## src/rtl/bgf_pkg.sv

```systemverilog
package bgf_pkg;
  typedef enum logic [1:0] {
    FK_NAME = 2'd0,
    FK_ATTR = 2'd1,
    FK_PLO  = 2'd2,
    FK_PHI  = 2'd3
  } fetch_kind_e;

  typedef struct packed {
    logic        adr;       // address dot of a fetch
    logic        dat;       // data dot of a fetch
    logic        dummy;     // fetch whose data is discarded
    logic        idle_ale;  // lone ALE pulse at the first dot
    fetch_kind_e kind;
  } slot_t;

  typedef enum logic [2:0] {
    HP_IDLE,
    HP_WAIT,
    HP_ADDR,
    HP_HOLD,
    HP_XFER
  } host_state_e;
endpackage

```

## src/rtl/bgf_slot_decode.sv

```systemverilog
module bgf_slot_decode
  import bgf_pkg::*;
#(
  parameter int DOT_W      = 9,
  parameter int TILE_END   = 256,
  parameter int PRE_FIRST  = 321,
  parameter int PRE_LAST   = 336,
  parameter int DUMMY_LAST = 340
) (
  input  logic [DOT_W-1:0] dot,
  output slot_t            slot,
  output logic             hinc,
  output logic             vinc,
  output logic             hreload
);
  localparam logic [DOT_W-1:0] L_ONE  = DOT_W'(1);
  localparam logic [DOT_W-1:0] L_TEND = DOT_W'(TILE_END);
  localparam logic [DOT_W-1:0] L_REL  = DOT_W'(TILE_END + 1);
  localparam logic [DOT_W-1:0] L_PF   = DOT_W'(PRE_FIRST);
  localparam logic [DOT_W-1:0] L_PL   = DOT_W'(PRE_LAST);
  localparam logic [DOT_W-1:0] L_DF   = DOT_W'(PRE_LAST + 1);
  localparam logic [DOT_W-1:0] L_DL   = DOT_W'(DUMMY_LAST);

  logic [DOT_W-1:0] dm1;
  logic             in_main;
  logic             in_dummy;

  always_comb begin
    dm1      = dot - L_ONE;
    in_main  = (dot >= L_ONE && dot <= L_TEND) || (dot >= L_PF && dot <= L_PL);
    in_dummy = (dot >= L_DF && dot <= L_DL);

    slot.adr      = (in_main || in_dummy) && !dm1[0];
    slot.dat      = (in_main || in_dummy) &&  dm1[0];
    slot.dummy    = in_dummy;
    slot.idle_ale = (dot == '0);
    slot.kind     = in_main ? fetch_kind_e'(dm1[2:1]) : FK_NAME;

    hinc    = in_main && (dm1[2:0] == 3'd7);
    vinc    = (dot == L_TEND);
    hreload = (dot == L_REL);
  end
endmodule

```

## src/rtl/bgf_addr_gen.sv

```systemverilog
module bgf_addr_gen
  import bgf_pkg::*;
#(
  parameter int AW = 14,
  parameter int DW = 8,
  parameter int VW = 15
) (
  input  fetch_kind_e     kind,
  input  logic [VW-1:0]   v,
  input  logic [DW-1:0]   tile,
  input  logic            pat_sel,
  output logic [AW-1:0]   addr
);
  logic [AW-1:0] name_a;
  logic [AW-1:0] attr_a;
  logic [AW-1:0] pat_a [2];

  assign name_a = {2'b10, v[11:0]};
  assign attr_a = {2'b10, v[11:10], 4'b1111, v[9:7], v[4:2]};

  // one address per pattern plane; the plane index sits just above fine-y
  for (genvar pl = 0; pl < 2; pl++) begin : g_plane
    assign pat_a[pl] = {1'b0, pat_sel, tile, 1'(pl), v[14:12]};
  end

  always_comb begin
    unique case (kind)
      FK_NAME: addr = name_a;
      FK_ATTR: addr = attr_a;
      FK_PLO:  addr = pat_a[0];
      default: addr = pat_a[1];
    endcase
  end
endmodule

```

## src/rtl/bgf_host_port.sv

```systemverilog
module bgf_host_port
  import bgf_pkg::*;
#(
  parameter int AW = 14,
  parameter int DW = 8
) (
  input  logic          clk,
  input  logic          rst_n,
  input  logic          allow,
  input  logic          req_valid,
  output logic          req_ready,
  input  logic          req_we,
  input  logic [AW-1:0] req_addr,
  input  logic [DW-1:0] req_wdata,
  input  logic [DW-1:0] ad_in,
  output logic          busy,
  output logic          ale,
  output logic          rd_n,
  output logic          wr_n,
  output logic          drive_lo,
  output logic [AW-1:0] cur_addr,
  output logic [DW-1:0] lo_out,
  output logic          rsp_valid,
  output logic [DW-1:0] rsp_data
);
  host_state_e   st;
  logic          we_q;
  logic [AW-1:0] addr_q;
  logic [DW-1:0] wd_q;
  logic          accept;

  assign req_ready = (st == HP_IDLE) && allow;
  assign accept    = req_valid && req_ready;

  always_ff @(posedge clk) begin
    if (!rst_n) begin
      st        <= HP_IDLE;
      we_q      <= 1'b0;
      addr_q    <= '0;
      wd_q      <= '0;
      rsp_valid <= 1'b0;
      rsp_data  <= '0;
    end else begin
      rsp_valid <= (st == HP_XFER) && !we_q;
      if ((st == HP_XFER) && !we_q) rsp_data <= ad_in;
      unique case (st)
        HP_IDLE: if (accept) begin
          st     <= HP_WAIT;
          we_q   <= req_we;
          addr_q <= req_addr;
          wd_q   <= req_wdata;
        end
        HP_WAIT: st <= HP_ADDR;
        HP_ADDR: st <= HP_HOLD;
        HP_HOLD: st <= HP_XFER;
        default: st <= HP_IDLE;
      endcase
    end
  end

  always_comb begin
    busy     = (st != HP_IDLE);
    ale      = (st == HP_ADDR);
    rd_n     = !((st == HP_XFER) && !we_q);
    wr_n     = !((st == HP_XFER) &&  we_q);
    drive_lo = (st == HP_ADDR) || (st == HP_HOLD) || ((st == HP_XFER) && we_q);
    cur_addr = addr_q;
    lo_out   = (st == HP_XFER) ? wd_q : addr_q[DW-1:0];
  end
endmodule

```

## src/rtl/bgf_sequencer.sv

```systemverilog
module bgf_sequencer
  import bgf_pkg::*;
#(
  parameter int DOT_W     = 9,
  parameter int LINE_W    = 9,
  parameter int AW        = 14,
  parameter int DW        = 8,
  parameter int VW        = 15,
  parameter int VIS_LINES = 240,
  parameter int PRE_LINE  = 261
) (
  input  logic              clk,
  input  logic              rst_n,
  input  logic [DOT_W-1:0]  dot,
  input  logic [LINE_W-1:0] line,
  input  logic              render_en,
  input  logic [VW-1:0]     scroll_v,
  input  logic              pat_sel,
  input  logic              host_req_valid,
  output logic              host_req_ready,
  input  logic              host_req_we,
  input  logic [AW-1:0]     host_req_addr,
  input  logic [DW-1:0]     host_req_wdata,
  output logic              host_rsp_valid,
  output logic [DW-1:0]     host_rsp_data,
  output logic [AW-DW-1:0]  pa_hi,
  output logic [DW-1:0]     ad_out,
  output logic              ad_oe,
  input  logic [DW-1:0]     ad_in,
  output logic              ale,
  output logic              rd_n,
  output logic              wr_n,
  output logic              fb_valid,
  output logic [1:0]        fb_kind,
  output logic [DW-1:0]     fb_data,
  output logic              scroll_hinc,
  output logic              scroll_vinc,
  output logic              scroll_hreload
);
  localparam logic [LINE_W-1:0] L_VIS = LINE_W'(VIS_LINES);
  localparam logic [LINE_W-1:0] L_PRE = LINE_W'(PRE_LINE);

  slot_t         slot;
  logic          s_hinc, s_vinc, s_hrel;
  logic          render_act;
  logic          fetch_drv;
  logic [DW-1:0] tile_q;
  logic [AW-1:0] f_addr;

  logic          host_busy;
  logic          h_ale, h_rd_n, h_wr_n, h_drive;
  logic [AW-1:0] h_addr;
  logic [DW-1:0] h_lo;

  assign render_act = render_en && ((line < L_VIS) || (line == L_PRE));
  assign fetch_drv  = render_act && !host_busy;

  bgf_slot_decode #(.DOT_W(DOT_W)) u_slot (
    .dot(dot), .slot(slot), .hinc(s_hinc), .vinc(s_vinc), .hreload(s_hrel)
  );

  bgf_addr_gen #(.AW(AW), .DW(DW), .VW(VW)) u_addr (
    .kind(slot.kind), .v(scroll_v), .tile(tile_q), .pat_sel(pat_sel), .addr(f_addr)
  );

  bgf_host_port #(.AW(AW), .DW(DW)) u_host (
    .clk(clk), .rst_n(rst_n), .allow(!render_act),
    .req_valid(host_req_valid), .req_ready(host_req_ready), .req_we(host_req_we),
    .req_addr(host_req_addr), .req_wdata(host_req_wdata), .ad_in(ad_in),
    .busy(host_busy), .ale(h_ale), .rd_n(h_rd_n), .wr_n(h_wr_n), .drive_lo(h_drive),
    .cur_addr(h_addr), .lo_out(h_lo),
    .rsp_valid(host_rsp_valid), .rsp_data(host_rsp_data)
  );

  // bus ownership: a running host access wins over the fetch slots
  always_comb begin
    pa_hi  = '0;
    ad_out = '0;
    ad_oe  = 1'b0;
    ale    = 1'b0;
    rd_n   = 1'b1;
    wr_n   = 1'b1;
    if (host_busy) begin
      pa_hi  = h_addr[AW-1:DW];
      ad_out = h_lo;
      ad_oe  = h_drive;
      ale    = h_ale;
      rd_n   = h_rd_n;
      wr_n   = h_wr_n;
    end else if (fetch_drv && (slot.adr || slot.dat || slot.idle_ale)) begin
      pa_hi  = f_addr[AW-1:DW];
      ad_out = f_addr[DW-1:0];
      ad_oe  = slot.adr || slot.idle_ale;
      ale    = slot.adr || slot.idle_ale;
      rd_n   = !slot.dat;
    end
  end

  assign scroll_hinc    = render_act && s_hinc;
  assign scroll_vinc    = render_act && s_vinc;
  assign scroll_hreload = render_act && s_hrel;

  always_ff @(posedge clk) begin
    if (!rst_n) begin
      fb_valid <= 1'b0;
      fb_kind  <= 2'd0;
      fb_data  <= '0;
      tile_q   <= '0;
    end else begin
      fb_valid <= fetch_drv && slot.dat && !slot.dummy;
      if (fetch_drv && slot.dat && !slot.dummy) begin
        fb_kind <= slot.kind;
        fb_data <= ad_in;
        if (slot.kind == FK_NAME) tile_q <= ad_in;
      end
    end
  end
endmodule

```

## config.mk

```make
export PLATFORM = sky130hd
export DESIGN_NAME = bgf_sequencer
export DESIGN_NICKNAME = d
export VERILOG_FILES = /design/src/rtl/bgf_pkg.sv /design/src/rtl/bgf_slot_decode.sv /design/src/rtl/bgf_addr_gen.sv /design/src/rtl/bgf_host_port.sv /design/src/rtl/bgf_sequencer.sv
export SDC_FILE = /design/constraint.sdc
export NUM_CORES = 1
export LEC_CHECK = 0
export BUFFER_PORTS_ARGS = -buffer_cell sky130_fd_sc_hd__buf_2
export CORE_ASPECT_RATIO = 0.5
export CORE_MARGIN = 3
export CORE_UTILIZATION = 45
export DETAILED_ROUTE_END_ITERATION = 16
export PLACE_DENSITY = 0.87
export SLEW_MARGIN = 10
export SYNTH_ARGS = -nofsm -noshare
export SYNTH_HDL_FRONTEND = slang
export SYNTH_SLANG_ARGS = --single-unit
export TNS_END_PERCENT = 1
```

## constraint.sdc

```tcl
create_clock -name clk -period 3 [get_ports clk]
set_clock_uncertainty 0.1 [all_clocks]
set_input_delay 0.3 -clock clk [delete_from_list [all_inputs] [get_ports clk]]
set_output_delay 0.3 -clock clk [all_outputs]
set_load 0.01 [all_outputs]
```

Word-level counts from Yosys, hierarchy flattened
Cells that the tools add are included.
{ "word_totals": {"regBits": 54, "in_bits": 69, "out_inout_bits": 42, "elab_cells": 84} }
{ "op_classes": {"addsub": 1, "order_cmp": 7, "n_eq_ne": 11, "muxes": 15, "reduce_logical": 40} }
{ "op_table": {"columns": ["cell", "count"], "rows": [
  ["14-bit one-hot mux with 3 select lines", 1],
  ["9-bit == test (second input constant)", 3],
  ["9-bit <= comparator (second input constant)", 3],
  ["8-bit two-way mux", 3],
  ["9-bit greater-or-equal comparator (second input constant)", 2],
  ["1-bit logical AND", 18],
  ["6-bit two-way mux", 2],
  ["3-bit one-hot mux with 4 select lines", 1],
  ["9-bit by 1-bit greater-or-equal comparator with 1-bit output (second input constant)", 1],
  ["9-bit logical NOT", 1],
  ["9-bit by 8-bit < comparator with 1-bit output (second input constant)", 1],
  ["1-bit logical NOT", 8],
  ["1-bit logical OR", 8],
  ["3-bit by 2-bit == test with 1-bit output (second input constant)", 2],
  ["3-bit == test (second input constant)", 2],
  ["1-bit two-way mux", 6],
  ["2-bit AND reduction", 2],
  ["3-bit by 1-bit == test with 1-bit output (second input constant)", 1],
  ["3-bit logical NOT", 1],
  ["3-bit two-way mux", 1],
  ["3-bit nonzero test", 1],
  ["3-bit by 1-bit subtractor with 3-bit output (second input constant)", 1],
  ["2-bit by 1-bit == test with 1-bit output (second input constant)", 1],
  ["2-bit == test (second input constant)", 1],
  ["other kinds (3)", 3]
]} }

Depth between registers and ports, before layout
{ "logic_depth": {"ltp_word": 10, "ltp_mapped": 8, "ltp_nobuf": 7} }

Cells and area by module
Synthesis repeated with hierarchy kept, for this count alone.
{ "unflattened": {"hier_cells": 351, "hier_area_um2": 3050.4} }
{ "by_module_without_submodules": {"columns": ["module", "instances", "cells_each", "area_per_inst_um2", "seq_area_each_um2"], "rows": [
  ["bgf_host_port", 1, 166, 1562.7, 700.7],
  ["bgf_sequencer", 1, 113, 1033.5, 380.4],
  ["bgf_slot_decode", 1, 35, 235.2, 0.0],
  ["bgf_addr_gen", 1, 37, 219.0, 0.0]
]} }

Worst setup path after synthesis
OpenSTA, ideal clock, no wires.
{ "synth_timing": {"path_kind": "input port to output port", "start": "input port dot[1]", "end": "output port ad_out[0]", "arrival_time_ns": 2.160, "setup_slack_ns": 0.440, "stages": 8, "n_path_buf": 1, "path_cell_list": "inv_1 -> ha_1 -> or4bb_1 -> o221ai_2 -> or3_1 -> buf_2 -> nor3_1 -> o41ai_1"} }
{ "synth_via": {"elab_chain_cells": 10, "word_cells_on_any_way": 25, "classes_between": "add/sub: 1; order compare: 6; eq/ne: 2; mux: 4; reduce/logical: 12"} }
{ "synth_lines": {"columns": ["element", "line_no", "source"], "rows": [
  ["from (decl)", "bgf_sequencer.sv:14", "input logic [DOT_W-1:0] dot,"],
  ["parallel branches: the longest is 8 deep, another holds 9-bit by 1-bit greater-or-equal comparator with 1-bit output", null, null],
  ["8-bit two-way mux *", "bgf_sequencer.sv:90", "end else if (fetch_drv && (slot.adr || slot.dat || slot.idle_ale)) begin"],
  ["8-bit two-way mux *", "bgf_sequencer.sv:83", "if (host_busy) begin"],
  ["to (decl)", "bgf_sequencer.sv:27", "output logic [DW-1:0] ad_out,"]
]} }
Mark *: on every way between the ends.

Worst setup path in the final report
{ "layout_timing": {"start": "input port dot[0]", "end": "output port ad_out[2]"} }
The elaborated chain is that of the path after synthesis.

==> results.yml <==
clocking:
  hold_buffers: 0
  cts_sinks: 54
  cts-buffers-inserted: 5
  htreeDepth: 2
  cts_tree: "yes"
  clkLatencyLatePin_ns: 0.29
  clockBufferDepth: 2
  cts_root_buf: "sky130_fd_sc_hd__clkbuf_16"
  clkSlewWorstSetupHoldPaths_ns: 0.07
final_layout:
  final_cell_mix: "sky130_fd_sc_hd__buf_2, sky130_fd_sc_hd__nand2_1, sky130_fd_sc_hd__dfxtp_1"
  nNetsFinal: 523
  num_antenna_cells: 0
  fillers: 476
  mostFrequentLayoutCell: "sky130_fd_sc_hd__buf_2"
  area_growth_pct: 31.0
  drive_gt1_share_pct: 33.0
timing:
  timing.slew.headroom_pct: 57.1
  setup_slack_ns: 0.115
  worstMarginPinSlew_ns: 0.642
  period_share_pct: 96.2
  finalHoldViolCount: 0
  rsz0062_at_grt: "no"
  max_clock_freq_mhz: 347
  finalSetupViolations: 0
  final_period_minus_worst_setup_slack_ns: 2.88
  setup_tns_ns: 0
  timing_max_transition_violations_final: 0
global_routing:
  grt.total_usage_pct: 21.4
  grt_max_degree: 35
  globalRouteOverflowTotal: 0
  grt_pass1_vias: 2579
  antenna_found_initial: 0
  wire_length_of_the_first_global_routing_pass_um: 12300
run_status:
  status: "complete, no violations"
drt:
  wl_per_cell_um: 15.1
  route.final.wire_length_um: 8100
  drt_pass1_iterations: 5
  routed_via_density: 5.33
  detail_route.iter0.violations: 149
  detailed_route_via_count: 2856
  final_antenna_net_count: 0
  detail_route.drc_violations: 0
worst_setup_path:
  endpoint_kind: "output port"
  worst-r2r-setup-slack_ns: 1.04
  critPathMostFrequentCell: "sky130_fd_sc_hd__buf_2"
  worst-setup-path-type: "in2out"
  cp_cell_sequence: "buf_2 -> or4_4 -> nor4_4 -> buf_4 -> or3_1 -> o22ai_1 -> o41ai_1 -> buf_2"
  maximum_net_fanout_on_the_critical_path: 6
  timing.critical_path.slowest_stage_cell: "sky130_fd_sc_hd__or4_4"
  critical_path.top_delay_family: "simple AND/OR/NAND/NOR gates"
  cp_num_buf_inv: 3
  cp-start-kind: "input pin"
  worst-endpoint-required_ns: 2.60
  cp_slowest_stage_delay_ns: 0.60
  cp_data_arrival_time_ns: 2.48
die:
  floorplan.initialDensity_pct: 48.7
  floorplan.core_area_um2: 5730
  num_rows: 19
  chipWidth_um: 117
  pin_count: 111
  die-area_um2: 7240
  dieHeight_um: 61.7
yosys:
  yosysWarningCount: 0
  synth-async-reset-ratio_pct: 0
  yosysSeqAreaShare_pct: 38.7
  post_synth_inst_count: 337
  synthesis.nets: 409
  synth_flop_cell: "sky130_fd_sc_hd__dfxtp_1"
  yosys.cell_types.count: 50
  synth_enable_flop_cells: 0
  synthesis.area_um2: 2790
  postSynthRegisterBits: 54
  syn_area_per_cell_um2: 8.29
placed_design:
  detailedPlace.worstSlack_ns: 0.149
  hpwlAfterDp_um: 6150
  routabilityCongestion: 0.934
  io_buffers: 110
min_path:
  hold_crit_class: "in2reg"
pwr:
  internal-power_w: 0.00138
  peakVddDrop_mv: 0.309
  power.clock.fraction_pct: 33.5
  power.net_switching_w: 0.000595
  power.share.switching_pct: 30.1
  comb_power_share_pct: 26.7
  leakage_nw: 1.86
  power_frac_seq_pct: 39.8
  pwr_density_cell_nw_per_um2: 541
  fin_total_pwr_w: 0.00198
job:
  max_cap_viol: 0
power groups by stage:
stage | registers [W] | clock network (W) | logic (W)
3_3_place_gp | 0.000800 | 0 | 0.000511
2_1_floorplan | 0.000789 | 0 | 0.000329
5_1_grt | 0.000791 | 0.000696 | 0.000576
3_5_place_dp | 0.000802 | 0 | 0.000520
4_1_cts | 0.000786 | 0.000671 | 0.000525
6_report | 0.000787 | 0.000662 | 0.000529
cell usage after synthesis (4+ instances only):
library cell               number  area, um^2
sky130_fd_sc_hd__o22ai_1        6        37.5
sky130_fd_sc_hd__clkbuf_1      13        48.8
sky130_fd_sc_hd__inv_1          9        33.8
sky130_fd_sc_hd__nor2_1        41         154
sky130_fd_sc_hd__nor3_1        12        60.1
sky130_fd_sc_hd__buf_2          4        20.0
sky130_fd_sc_hd__dfxtp_1       54        1080
sky130_fd_sc_hd__o21ai_0        8        40.0
sky130_fd_sc_hd__o31ai_1        4        30.0
sky130_fd_sc_hd__nand2_1       67         251
sky130_fd_sc_hd__a21oi_1       14        70.1
sky130_fd_sc_hd__nand2b_1       4        25.0
sky130_fd_sc_hd__o41ai_1        4        35.0
sky130_fd_sc_hd__or3_1          8        50.1
sky130_fd_sc_hd__mux2i_1       43         430
stage by stage:
step | hold WS [ns] | util, % | area, um^2 | cells
global placement | 0.343 | 60.8 | 3480 | 528
floorplan | 0.336 | - | 2790 | 337
global route | 0.147 | 63.9 | 3660 | 536
detailed placement | 0.347 | 60.8 | 3480 | 528
finish | 0.138 | 63.9 | 3660 | 536
CTS | 0.138 | 63.8 | 3650 | 536
final timing paths:
path | cells past startpoint | start | endpoint
max | 8 | dot[0] | ad_out[2]
min | 3 | host_req_addr[11] | u_host.cur_addr[11]$_SDFFE_PN0P_
max reg2reg | 5 | u_host.st[0]$_SDFFE_PN0P_ | tile_q[1]$_SDFFE_PN0P_
min reg2reg | 2 | u_host.rsp_data[3]$_SDFFE_PN0P_ | u_host.rsp_data[3]$_SDFFE_PN0P_
what timing repair did:
action                                  CTS  global route
resized for setup                         0             1
endpoints found under the setup margin    0             1
buffers inserted                          0             0
metal layers:
layer	up-vias	share of wire, %	GRT usage (%)
met5	-	0	0
met4	0	2.7	9.18
met3	18	7.2	5.70
met2	120	46	36.4
met1	1300	44	26.7
li1	1418	-	-
worst reg2reg max path, stage by stage (launching register included):
cell and delay, ns:
sky130_fd_sc_hd__dfxtp_1 0.39, sky130_fd_sc_hd__or3_1 0.47, sky130_fd_sc_hd__nor3_2 0.29, sky130_fd_sc_hd__buf_4 0.19
sky130_fd_sc_hd__nand3_2 0.22, sky130_fd_sc_hd__mux2i_1 0.20
area by class of cell:
cell class | count | area [um^2] | area share (%)
sequential | 54 | 1080 | 29.5
tap | 84 | 105 | 2.87
inverter | 10 | 37.5 | 1.03
multi-input combinational | 254 | 1590 | 43.5
timing repair buffer | 126 | 671 | 18.3
clock buffer | 5 | 125 | 3.42
clock inverter | 3 | 47.5 | 1.30
flip-flops by register name, summed over array words and instances, names as in the netlist:
name              count
u_host.cur_addr      14
fb_data               8
tile_q                8
u_host.rsp_data       8
u_host.wd_q           8
u_host.st             3
fb_kind               2
fb_valid              1
u_host.rsp_valid      1
u_host.we_q           1
cells by family after synthesis:
group,count (synthesis),share of synthesized area [%]
compound gates,53,13.4
xor+xnor,1,0.314
fa+ha+maj,3,1.34
buf+inv,29,4.48
flops,54,38.7
mux,43,15.4
simple gates,154,26.3
Note: power is estimated with default switching activity, not from simulation.
